--- src/rtl/sar_seq_pkg.sv ---
package sar_seq_pkg;
  typedef enum logic [2:0] {
    PH_SAMPLE,
    PH_LEAD,
    PH_CONV,
    PH_TAIL,
    PH_QUIET
  } phase_t;
endpackage

--- src/rtl/sar_seq_timer.sv ---
module sar_seq_timer
  import sar_seq_pkg::*;
#(
  parameter int NBITS = 12
) (
  input  logic                       dclk,
  input  logic                       cs_n,
  output phase_t                     phase_nx,
  output logic [$clog2(NBITS)-1:0]   idx_nx
);
  localparam int LEAD_EDGE  = 2;
  localparam int LAST_CONV  = NBITS + 2;
  localparam int LAST_TAIL  = 2 * NBITS + 1;
  localparam int QUIET_EDGE = 2 * NBITS + 2;
  localparam int CW         = $clog2(QUIET_EDGE + 1);
  localparam int IW         = $clog2(NBITS);

  logic [CW-1:0] edges_q;
  logic [CW-1:0] edges_nx;

  // edges_q counts falling edges since select fell, saturating.
  always_comb begin
    if (edges_q == CW'(QUIET_EDGE)) edges_nx = edges_q;
    else                            edges_nx = edges_q + CW'(1);
  end

  always_ff @(negedge dclk or posedge cs_n) begin
    if (cs_n) edges_q <= '0;
    else      edges_q <= edges_nx;
  end

  always_comb begin
    idx_nx = '0;
    if (edges_nx < CW'(LEAD_EDGE)) begin
      phase_nx = PH_SAMPLE;
    end else if (edges_nx == CW'(LEAD_EDGE)) begin
      phase_nx = PH_LEAD;
    end else if (edges_nx <= CW'(LAST_CONV)) begin
      phase_nx = PH_CONV;
      idx_nx   = IW'(CW'(LAST_CONV) - edges_nx);
    end else if (edges_nx <= CW'(LAST_TAIL)) begin
      phase_nx = PH_TAIL;
      idx_nx   = IW'(edges_nx - CW'(LAST_CONV));
    end else begin
      phase_nx = PH_QUIET;
    end
  end
endmodule

--- src/rtl/sar_seq_reg.sv ---
module sar_seq_reg
  import sar_seq_pkg::*;
#(
  parameter int NBITS = 12
) (
  input  logic             dclk,
  input  logic             cs_n,
  input  phase_t           phase_nx,
  input  logic             cmp_hi,
  output logic [NBITS-1:0] result,
  output logic [NBITS-1:0] dac_code,
  output logic             decided
);
  localparam logic [NBITS-1:0] TOP_TRIAL = {1'b1, {(NBITS-1){1'b0}}};

  logic [NBITS-1:0] trial_q;
  logic [NBITS-1:0] result_q;
  logic             decided_q;

  always_ff @(negedge dclk or posedge cs_n) begin
    if (cs_n) begin
      trial_q   <= '0;
      result_q  <= '0;
      decided_q <= 1'b0;
    end else if (phase_nx == PH_LEAD) begin
      trial_q  <= TOP_TRIAL;
      result_q <= '0;
    end else if (phase_nx == PH_CONV) begin
      if (cmp_hi) result_q <= result_q | trial_q;
      trial_q <= trial_q >> 1;
      if (trial_q[0]) decided_q <= 1'b1;
    end
  end

  assign result   = result_q;
  assign dac_code = result_q | trial_q;
  assign decided  = decided_q;
endmodule

--- src/rtl/sar_seq_out.sv ---
module sar_seq_out
  import sar_seq_pkg::*;
#(
  parameter int NBITS     = 12,
  parameter bit ZERO_TAIL = 1'b0
) (
  input  logic                     dclk,
  input  logic                     cs_n,
  input  phase_t                   phase_nx,
  input  logic [$clog2(NBITS)-1:0] idx_nx,
  input  logic                     cmp_hi,
  input  logic [NBITS-1:0]         result,
  output logic                     dout,
  output logic                     dout_oe
);
  logic d_nx, oe_nx;
  logic tail_bit;

  generate
    if (ZERO_TAIL) begin : g_zero
      assign tail_bit = 1'b0;
    end else begin : g_replay
      assign tail_bit = result[idx_nx];
    end
  endgenerate

  always_comb begin
    d_nx  = 1'b0;
    oe_nx = 1'b0;
    case (phase_nx)
      PH_LEAD:  oe_nx = 1'b1;
      PH_CONV:  begin oe_nx = 1'b1; d_nx = cmp_hi; end
      PH_TAIL:  begin oe_nx = 1'b1; d_nx = tail_bit; end
      PH_QUIET: oe_nx = ZERO_TAIL;
      default:  oe_nx = 1'b0;
    endcase
  end

  always_ff @(negedge dclk or posedge cs_n) begin
    if (cs_n) begin
      dout    <= 1'b0;
      dout_oe <= 1'b0;
    end else begin
      dout    <= d_nx;
      dout_oe <= oe_nx;
    end
  end
endmodule

--- src/rtl/sar_serial_seq.sv ---
module sar_serial_seq
  import sar_seq_pkg::*;
#(
  parameter int NBITS     = 12,
  parameter bit ZERO_TAIL = 1'b0
) (
  input  logic             dclk,
  input  logic             cs_n,
  input  logic             cmp_hi,
  output logic             dout,
  output logic             dout_oe,
  output logic [NBITS-1:0] dac_code,
  output logic             analog_pd,
  output logic             digital_pd
);
  localparam int IW = $clog2(NBITS);

  phase_t           phase_nx;
  logic [IW-1:0]    idx_nx;
  logic [NBITS-1:0] result;
  logic             decided;

  sar_seq_timer #(.NBITS(NBITS)) u_timer (
    .dclk(dclk), .cs_n(cs_n), .phase_nx(phase_nx), .idx_nx(idx_nx)
  );

  sar_seq_reg #(.NBITS(NBITS)) u_sar (
    .dclk(dclk), .cs_n(cs_n), .phase_nx(phase_nx), .cmp_hi(cmp_hi),
    .result(result), .dac_code(dac_code), .decided(decided)
  );

  sar_seq_out #(.NBITS(NBITS), .ZERO_TAIL(ZERO_TAIL)) u_out (
    .dclk(dclk), .cs_n(cs_n), .phase_nx(phase_nx), .idx_nx(idx_nx),
    .cmp_hi(cmp_hi), .result(result), .dout(dout), .dout_oe(dout_oe)
  );

  assign analog_pd  = cs_n | decided;
  assign digital_pd = cs_n;
endmodule

--- config.mk ---
export PLATFORM = sky130hd
export DESIGN_NAME = sar_serial_seq
export DESIGN_NICKNAME = d
export VERILOG_FILES = /design/src/rtl/sar_seq_pkg.sv /design/src/rtl/sar_seq_timer.sv /design/src/rtl/sar_seq_reg.sv /design/src/rtl/sar_seq_out.sv /design/src/rtl/sar_serial_seq.sv
export SDC_FILE = /design/constraint.sdc
export NUM_CORES = 1
export LEC_CHECK = 0
export ABC_AREA = 1
export CELL_PAD_IN_SITES_DETAIL_PLACEMENT = 1
export CELL_PAD_IN_SITES_GLOBAL_PLACEMENT = 1
export CORE_MARGIN = 4
export CORE_UTILIZATION = 47
export CTS_BUF_LIST = sky130_fd_sc_hd__clkbuf_2 sky130_fd_sc_hd__clkbuf_4 sky130_fd_sc_hd__clkbuf_8
export DETAILED_ROUTE_END_ITERATION = 10
export GPL_TIMING_DRIVEN = 0
export MAX_ROUTING_LAYER = met4
export PLACE_DENSITY = 0.91
export SLEW_MARGIN = 20
export SYNTH_ARGS = -nofsm -noshare
export SYNTH_HDL_FRONTEND = slang
export SYNTH_SLANG_ARGS = --single-unit
--- constraint.sdc ---
create_clock -name dclk -period 7.1 [get_ports dclk]
set_input_delay 1.065 -clock dclk [delete_from_list [all_inputs] [get_ports dclk]]
set_output_delay 1.065 -clock dclk [all_outputs]
set_load 0.005 [all_outputs]
==> run metrics, run 1 <==
status=completed; standby leakage power=1.11 nW; clock skew after layout=0.00364 ns; Non-Filler Cell Area, Final=2210 um2; Final setup violation count=0; most used cells in the layout excluding fill and tap cells=sky130_fd_sc_hd__nand2_1, sky130_fd_sc_hd__inv_1, sky130_fd_sc_hd__dfrtn_1, sky130_fd_sc_hd__clkdlybuf4s50_1, sky130_fd_sc_hd__nand2_2; Setup Fix Bufs, Post-CTS=0; total half-perimeter wirelength after legalization and detailed placement=3260 um; worst reg2reg path depth=22; Std-Cell Rows=22; area of placed instances=2110 um2; number of global-route vias before repair=1,765; H-tree Lvls=2; category of the most critical setup path=reg2out; crit path launch type=register; Maximum Capacitance Violations=0; number of buffers on the longest clock path=2; Syn Nets=244; cell with the largest stage delay on the worst path=sky130_fd_sc_hd__clkdlybuf4s50_1; relative slew slack=0.559; antenna diode count=0; stage delay of the slowest cell on the critical path=0.50 ns; number of nets with antenna violations after routing=0; number of distinct library cells after synthesis=26; worst supply voltage drop on vdd=0.174 mV; count of state elements after synthesis=32; synth top area cells=sky130_fd_sc_hd__dfrtn_1, sky130_fd_sc_hd__nand2_1, sky130_fd_sc_hd__inv_1; fraction of synthesized cell area taken by the top area cell type=0.427; number of buffers and inverters on the critical path=2; count of pins on the block boundary=19; share of final-layout standard cells stronger than drive strength 1=0.173; number of remaining DRC errors=0; GPL Wtd Cong=0.824; Syn Std Cell Area=1870 um2; crit path capture type=output pin; synthesis-to-layout area growth=18.0%; total negative setup slack=0 ns; CTS root buf=sky130_fd_sc_hd__clkbuf_8; YS warnings=0; TritonCTS sink count=32; largest net degree at the start of global routing=34; horizontal extent of the die=71.2 um; cell count after synthesis=235; DR vias/cell=5.05; Worst path top cell family by delay=buffers and inverters; total gr overflow=0; most common library cell in the layout ignoring fill and taps=sky130_fd_sc_hd__nand2_1; wire length per cell after detailed routing=14.4 um; cell taking the most area after synthesis=sky130_fd_sc_hd__dfrtn_1; sequential share of the synthesized area=0.427; final hold violations=0; number of port buffers=18; slew at the pin closest to its max-slew limit=0.661 ns; number of buffers created by CTS=5; required time of the critical path=6.03 ns; # fillers=479; worst hold path cell count=2; die footprint=5060 um2; final WL=4440 um; number of antenna violations at the first check in global routing=0; post-cts resize count=0; clock input transition at the sequential cells of the worst setup and hold paths=0.05 ns; First DRT Iteration DRCs=29; RSZ-0062 raised after global routing=no; clock latency on the worst-skew pair=0.29 ns; Worst path depth=3; number of pins with negative max-slew slack in the final report=0; via count=1,556; total global routing track utilization=0.209; critical path cell sequence=inv_1, nand2_1, clkdlybuf4s50_1; arrival time of data at the critical path endpoint=4.97 ns; detailed-routing iteration count for the pre-antenna-repair pass=4; wire length of the first global-routing pass=8140 um; initial standard-cell utilization of the core=0.501; type of the worst min-delay path=reg2reg; Pwr per Cell Area=155 nW/um2; largest fanout on the critical path=3; number of nets in the layout=269; average cell area after synthesis=7.98 um2; CTS tree=built; number of buffers inserted for hold repair after clock tree synthesis=0; Die Ht=71.2 um; area of the placeable core=3740 um2
## power breakdown
group / switching (mW) / internal, mW / total (mW) / leakage, nW
clock: 0.0629 / 0.0862 / 0.149 / 0.0503
combinational: 0.00532 / 0.00370 / 0.00902 / 0.641
sequential: 0.000382 / 0.184 / 0.184 / 0.422
## sequential cells by signal, summed over array words and instances, names as in the netlist
register and flops:
u_out.dout_oe 1, u_sar.result 12, u_timer.edges_q 5, u_sar.decided 1
u_sar.trial_q 12, u_out.dout 1
## per-layer routing
| metal | part of all wire | up-vias | global-route usage |
|---|---|---|---|
| li1 | - | 779 | - |
| met1 | 0.43 | 746 | 0.243 |
| met2 | 0.52 | 22 | 0.357 |
| met3 | 0.019 | 9 | 0.0355 |
| met4 | 0.030 | 0 | 0.0835 |
| met5 | 0 | - | - |
## cell families (layout without fill, tap and decap cells)
family	after synthesis	after routing	share of synthesized area
AO/OA/AOI/OAI	33	33	0.103
AND/OR/NAND/NOR	109	109	0.301
flip-flops	32	32	0.427
adder cells (fa/ha/maj)	6	6	0.0401
buffers and inverters	53	78	0.115
XOR/XNOR	2	2	0.0134
## metrics by stage
stage / utilization / std cells / total power [mW] / hold slack [ns] / setup WS (ns)
6_report: 0.591 / 308 / 0.343 / 0.419 / 1.06
5_1_grt: 0.591 / 308 / 0.358 / 0.477 / 1.03
4_1_cts: 0.591 / 308 / 0.346 / 0.419 / 1.07
3_5_place_dp: 0.565 / 301 / 0.197 / 0.419 / 1.42
3_3_place_gp: 0.565 / 301 / 0.197 / 0.403 / 1.10
2_1_floorplan: - / 235 / 0.192 / 0.388 / 1.86
## layout make-up
class / count / area [um2] / area share
multi-input combinational: 150 / 857 / 0.388
sequential: 32 / 801 / 0.362
inverter: 49 / 184 / 0.0832
timing repair buffer: 18 / 180 / 0.0815
clock buffer: 7 / 96.3 / 0.0436
tap: 48 / 60.1 / 0.0272
buffer: 4 / 32.5 / 0.0147
## worst min-delay path: stages (launching register included)
cell,delay (ns)
sky130_fd_sc_hd__dfrtn_1,0.38
sky130_fd_sc_hd__inv_1,0.05
sky130_fd_sc_hd__o21ai_0,0.07
## cell usage after synthesis
cell type                  count
sky130_fd_sc_hd__nor2_2        1
sky130_fd_sc_hd__buf_2         2
sky130_fd_sc_hd__nand3_2       3
sky130_fd_sc_hd__a21oi_1      12
sky130_fd_sc_hd__ha_1          6
sky130_fd_sc_hd__nand3_4       2
sky130_fd_sc_hd__nand3b_1      1
sky130_fd_sc_hd__nand2_2      14
sky130_fd_sc_hd__o21ai_0       3
sky130_fd_sc_hd__inv_1        45
sky130_fd_sc_hd__xnor2_2       1
sky130_fd_sc_hd__nor2_4        3
sky130_fd_sc_hd__buf_8         1
sky130_fd_sc_hd__o21ai_1       2
sky130_fd_sc_hd__o22ai_1      12
sky130_fd_sc_hd__buf_4         1
sky130_fd_sc_hd__nand3_1       6
sky130_fd_sc_hd__xor2_1        1
sky130_fd_sc_hd__nand2_1      64
sky130_fd_sc_hd__dfrtn_1      32
sky130_fd_sc_hd__nand2_4       3
sky130_fd_sc_hd__nor2_1        6
sky130_fd_sc_hd__inv_2         4
sky130_fd_sc_hd__a21oi_2       2
sky130_fd_sc_hd__nand4_1       6
sky130_fd_sc_hd__o211ai_1      2
## final timing paths
| path | startpoint | slack [ns] | endpoint |
|---|---|---|---|
| max reg2reg | u_timer.edges_q[0] | 4.29 | u_out.dout |
| max | u_sar.result[7] | 1.06 | dac_code[7] |
| min reg2reg | u_sar.decided | 0.42 | u_sar.decided |
| min in group asynchronous | cs_n | 4.66 | u_sar.trial_q[10] |
| min | u_sar.decided | 0.42 | u_sar.decided |
| max in group asynchronous | cs_n | 1.98 | u_out.dout_oe |
No activity file was read; power rests on OpenSTA's default activity.
==> run 2: changes to the inputs <==
ABC_CLOCK_PERIOD_IN_PS = 7100   (was unset)
CORE_UTILIZATION = 48   (was 47)
PLACE_DENSITY = 0.92   (was 0.91)
REMOVE_ABC_BUFFERS = 1   (was unset)
SYNTH_HIERARCHICAL = 1   (was unset)
==> run metrics, run 2 <==
worst supply voltage drop on vdd=0.127 mV (was 0.174 mV); H-tree Lvls=2 (unchanged); largest fanout on the critical path=3 (unchanged); combinational family with the most area after synthesis=simple AND/OR/NAND/NOR gates (unchanged); final-layout worst hold slack=0.427 ns (was 0.419 ns); total negative setup slack=0 ns (unchanged); Setup Fix Bufs, Post-CTS=0 (unchanged); dominant register cell in the synthesized netlist=sky130_fd_sc_hd__dfrtn_1 (unchanged); CTS root buf=sky130_fd_sc_hd__clkbuf_8 (unchanged); GPL Wtd Cong=0.840 (was 0.824); total half-perimeter wirelength after legalization and detailed placement=3390 um (was 3260 um); area of the placeable core=4030 um2 (was 3740 um2); YS warnings=6 (was 0); simple-gate share of the synthesized area=0.322 (was 0.301); clock latency on the worst-skew pair=0.29 ns (about the same); via count=1,639 (was 1,556); most common library cell in the layout ignoring fill and taps=sky130_fd_sc_hd__nand2_1 (unchanged); arrival time of data at the critical path endpoint=4.99 ns (was 4.97 ns); Psw=0.0704 mW (was 0.0686 mW); number of global-route vias before repair=1,800 (was 1,765); Final setup violation count=0 (unchanged); number of nets with antenna violations after routing=0 (unchanged); die footprint=5260 um2 (was 5060 um2); clock input transition at the sequential cells of the worst setup and hold paths=0.05 ns (about the same); number of buffers created by CTS=5 (unchanged); crit path launch type=register (unchanged); number of flops mapped to enable cells by yosys=0 (unchanged); Maximum Capacitance Violations=0 (unchanged); relative contribution of the clock network to total power=0.446 (was 0.435); Syn Std Cell Area=2000 um2 (was 1870 um2); category of the most critical setup path=reg2out (unchanged); proportion of register bits with asynchronous set or reset after synthesis=1.00 (unchanged); number of nets in the layout=279 (was 269); RSZ-0062 raised after global routing=no (unchanged); clock skew after layout=0.00726 ns (was 0.00364 ns); number of buffers on the longest clock path=2 (unchanged); count of pins on the block boundary=19 (unchanged); horizontal extent of the die=72.5 um (was 71.2 um); total global routing track utilization=0.216 (was 0.209); compound-gate portion of the synthesized area=0.0864 (was 0.103); share of total power in sequential cells=0.537 (was 0.538); status=completed (unchanged); DR vias/cell=5.15 (was 5.05); combinational fraction of design power=0.017 (was 0.026); CTS tree=built (unchanged); PnR worst setup slack=1.04 ns (was 1.06 ns); final WL=4860 um (was 4440 um); largest net degree at the start of global routing=26 (was 34); Setup WS pre-CTS=1.14 ns (was 1.42 ns); type of the worst min-delay path=reg2reg (unchanged); Std-Cell Rows=23 (was 22); Synth Area in Adders=0.0501 (was 0.0401); fraction of synthesized cell area taken by the top area cell type=0.401 (was 0.427); cell taking the most area after synthesis=sky130_fd_sc_hd__dfrtn_1 (unchanged); most used cells in the layout excluding fill and tap cells=sky130_fd_sc_hd__nand2_1, sky130_fd_sc_hd__inv_1, sky130_fd_sc_hd__dfrtn_1, sky130_fd_sc_hd__nand3_1, sky130_fd_sc_hd__clkdlybuf4s50_1 (was sky130_fd_sc_hd__nand2_1, sky130_fd_sc_hd__inv_1, sky130_fd_sc_hd__dfrtn_1, sky130_fd_sc_hd__clkdlybuf4s50_1, sky130_fd_sc_hd__nand2_2); Pwr per Cell Area=150 nW/um2 (was 155 nW/um2); number of pins with negative max-slew slack in the final report=0 (unchanged); synth top area cells=sky130_fd_sc_hd__dfrtn_1, sky130_fd_sc_hd__nand2_1, sky130_fd_sc_hd__inv_1 (unchanged); top cells by instance count after synthesis=sky130_fd_sc_hd__nand2_1, sky130_fd_sc_hd__inv_1, sky130_fd_sc_hd__dfrtn_1, sky130_fd_sc_hd__nand3_1, sky130_fd_sc_hd__a21oi_2 (was sky130_fd_sc_hd__nand2_1, sky130_fd_sc_hd__inv_1, sky130_fd_sc_hd__dfrtn_1, sky130_fd_sc_hd__nand2_2); initial standard-cell utilization of the core=0.496 (was 0.501); cell count after synthesis=250 (was 235); antenna diode count=0 (unchanged); number of distinct library cells after synthesis=29 (was 26); average cell area after synthesis=8.00 um2 (was 7.98 um2); multiplexer share of the synthesized area=0 (unchanged); Die Ht=72.5 um (was 71.2 um); count of state elements after synthesis=32 (unchanged); final hold violations=0 (unchanged); TritonCTS sink count=32 (unchanged); total gr overflow=0 (unchanged); internal power contribution=0.271 mW (was 0.274 mW); First DRT Iteration DRCs=47 (was 29); relative slew slack=0.340 (was 0.559); wire length of the first global-routing pass=8510 um (was 8140 um); post-cts resize count=0 (unchanged); required time of the critical path=6.03 ns (about the same); most common cell in the synthesized netlist=sky130_fd_sc_hd__nand2_1 (unchanged); sequential share of the synthesized area=0.401 (was 0.427); synthesis-to-layout area growth=13.9% (was 18.0%); switching share of total power=0.206 (was 0.200); number of remaining DRC errors=0 (unchanged); number of antenna violations at the first check in global routing=0 (unchanged); detailed-routing iteration count for the pre-antenna-repair pass=4 (unchanged); wire length per cell after detailed routing=15.3 um (was 14.4 um); standby leakage power=1.11 nW (about the same); slew at the pin closest to its max-slew limit=0.989 ns (was 0.661 ns); number of buffers inserted for hold repair after clock tree synthesis=0 (unchanged); number of port buffers=18 (unchanged); crit path capture type=output pin (unchanged); share of final-layout standard cells stronger than drive strength 1=0.231 (was 0.173); XOR/XNOR Fraction of Synth Area=0.00876 (was 0.0134)
run 2: cell count changes in the layout (fill, tap and decap cells not counted), sizes merged, moves of 3 or more:
cell and delta:
o22ai -12, buf -4, nand2 -12, nand3 +18, inv +4, a21oi +4
or2 +10, nand4 -3
run 2: final timing paths:
path	from	to	slack (ns)	depth (start not counted)
min in group asynchronous	cs_n	u_out/dout_oe	4.52	2
min	u_sar/decided	u_sar/decided	0.43	1
min reg2reg	u_sar/decided	u_sar/decided	0.43	1
max reg2reg	u_timer/edges_q[0]	u_sar/trial_q[9]	4.05	15
max	u_sar/result[5]	dac_code[5]	1.04	2
max in group asynchronous	cs_n	u_sar/result[9]	1.55	2
run 2: cells by family after synthesis:
| logic type | after synthesis |
|---|---|
| DFF | 32 |
| AOI/OAI and AO/OA | 23 |
| and+or+nand+nor | 125 |
| buffers and inverters | 60 |
| adders and majority gates | 8 |
| xor gates and xnor gates | 2 |
run 2: final cells by class:
| cell class | instances | area [um2] |
|---|---|---|
| repair buffers | 18 | 180 |
| well taps | 50 | 62.6 |
| multi-input cells | 158 | 933 |
| flip-flops and latches | 32 | 801 |
| clock buffers | 7 | 96.3 |
| inverters | 53 | 204 |
| fillers | 519 | 1750 |
run 2: power by group through the flow:
stage | combinational, mW | sequential [mW] | clock, mW
floorplan | 0.00289 | 0.187 | 0
global placement | 0.00603 | 0.187 | 0
detailed placement | 0.00632 | 0.187 | 0
CTS | 0.00621 | 0.183 | 0.157
global route | 0.00680 | 0.183 | 0.162
finish | 0.00595 | 0.183 | 0.152
run 2: metrics by stage:
step / instances / area [um2] / util / total power, mW
floorplan: 243 / 1940 / - / 0.189
global placement: 311 / 2180 / 0.541 / 0.193
detailed placement: 311 / 2180 / 0.541 / 0.193
CTS: 318 / 2280 / 0.565 / 0.347
global route: 318 / 2280 / 0.565 / 0.352
finish: 318 / 2280 / 0.565 / 0.342
run 2: critical path, stage by stage, from the launching register on:
cell and delay (ns):
sky130_fd_sc_hd__dfrtn_1 0.37, sky130_fd_sc_hd__or2_2 0.33, sky130_fd_sc_hd__clkdlybuf4s50_1 0.45
run 2: layer usage:
metal / part of all wire / GRT usage
met1: 0.42 / 0.254
met2: 0.53 / 0.368
met3: 0.027 / 0.0402
met4: 0.024 / 0.0799
met5: 0 / -
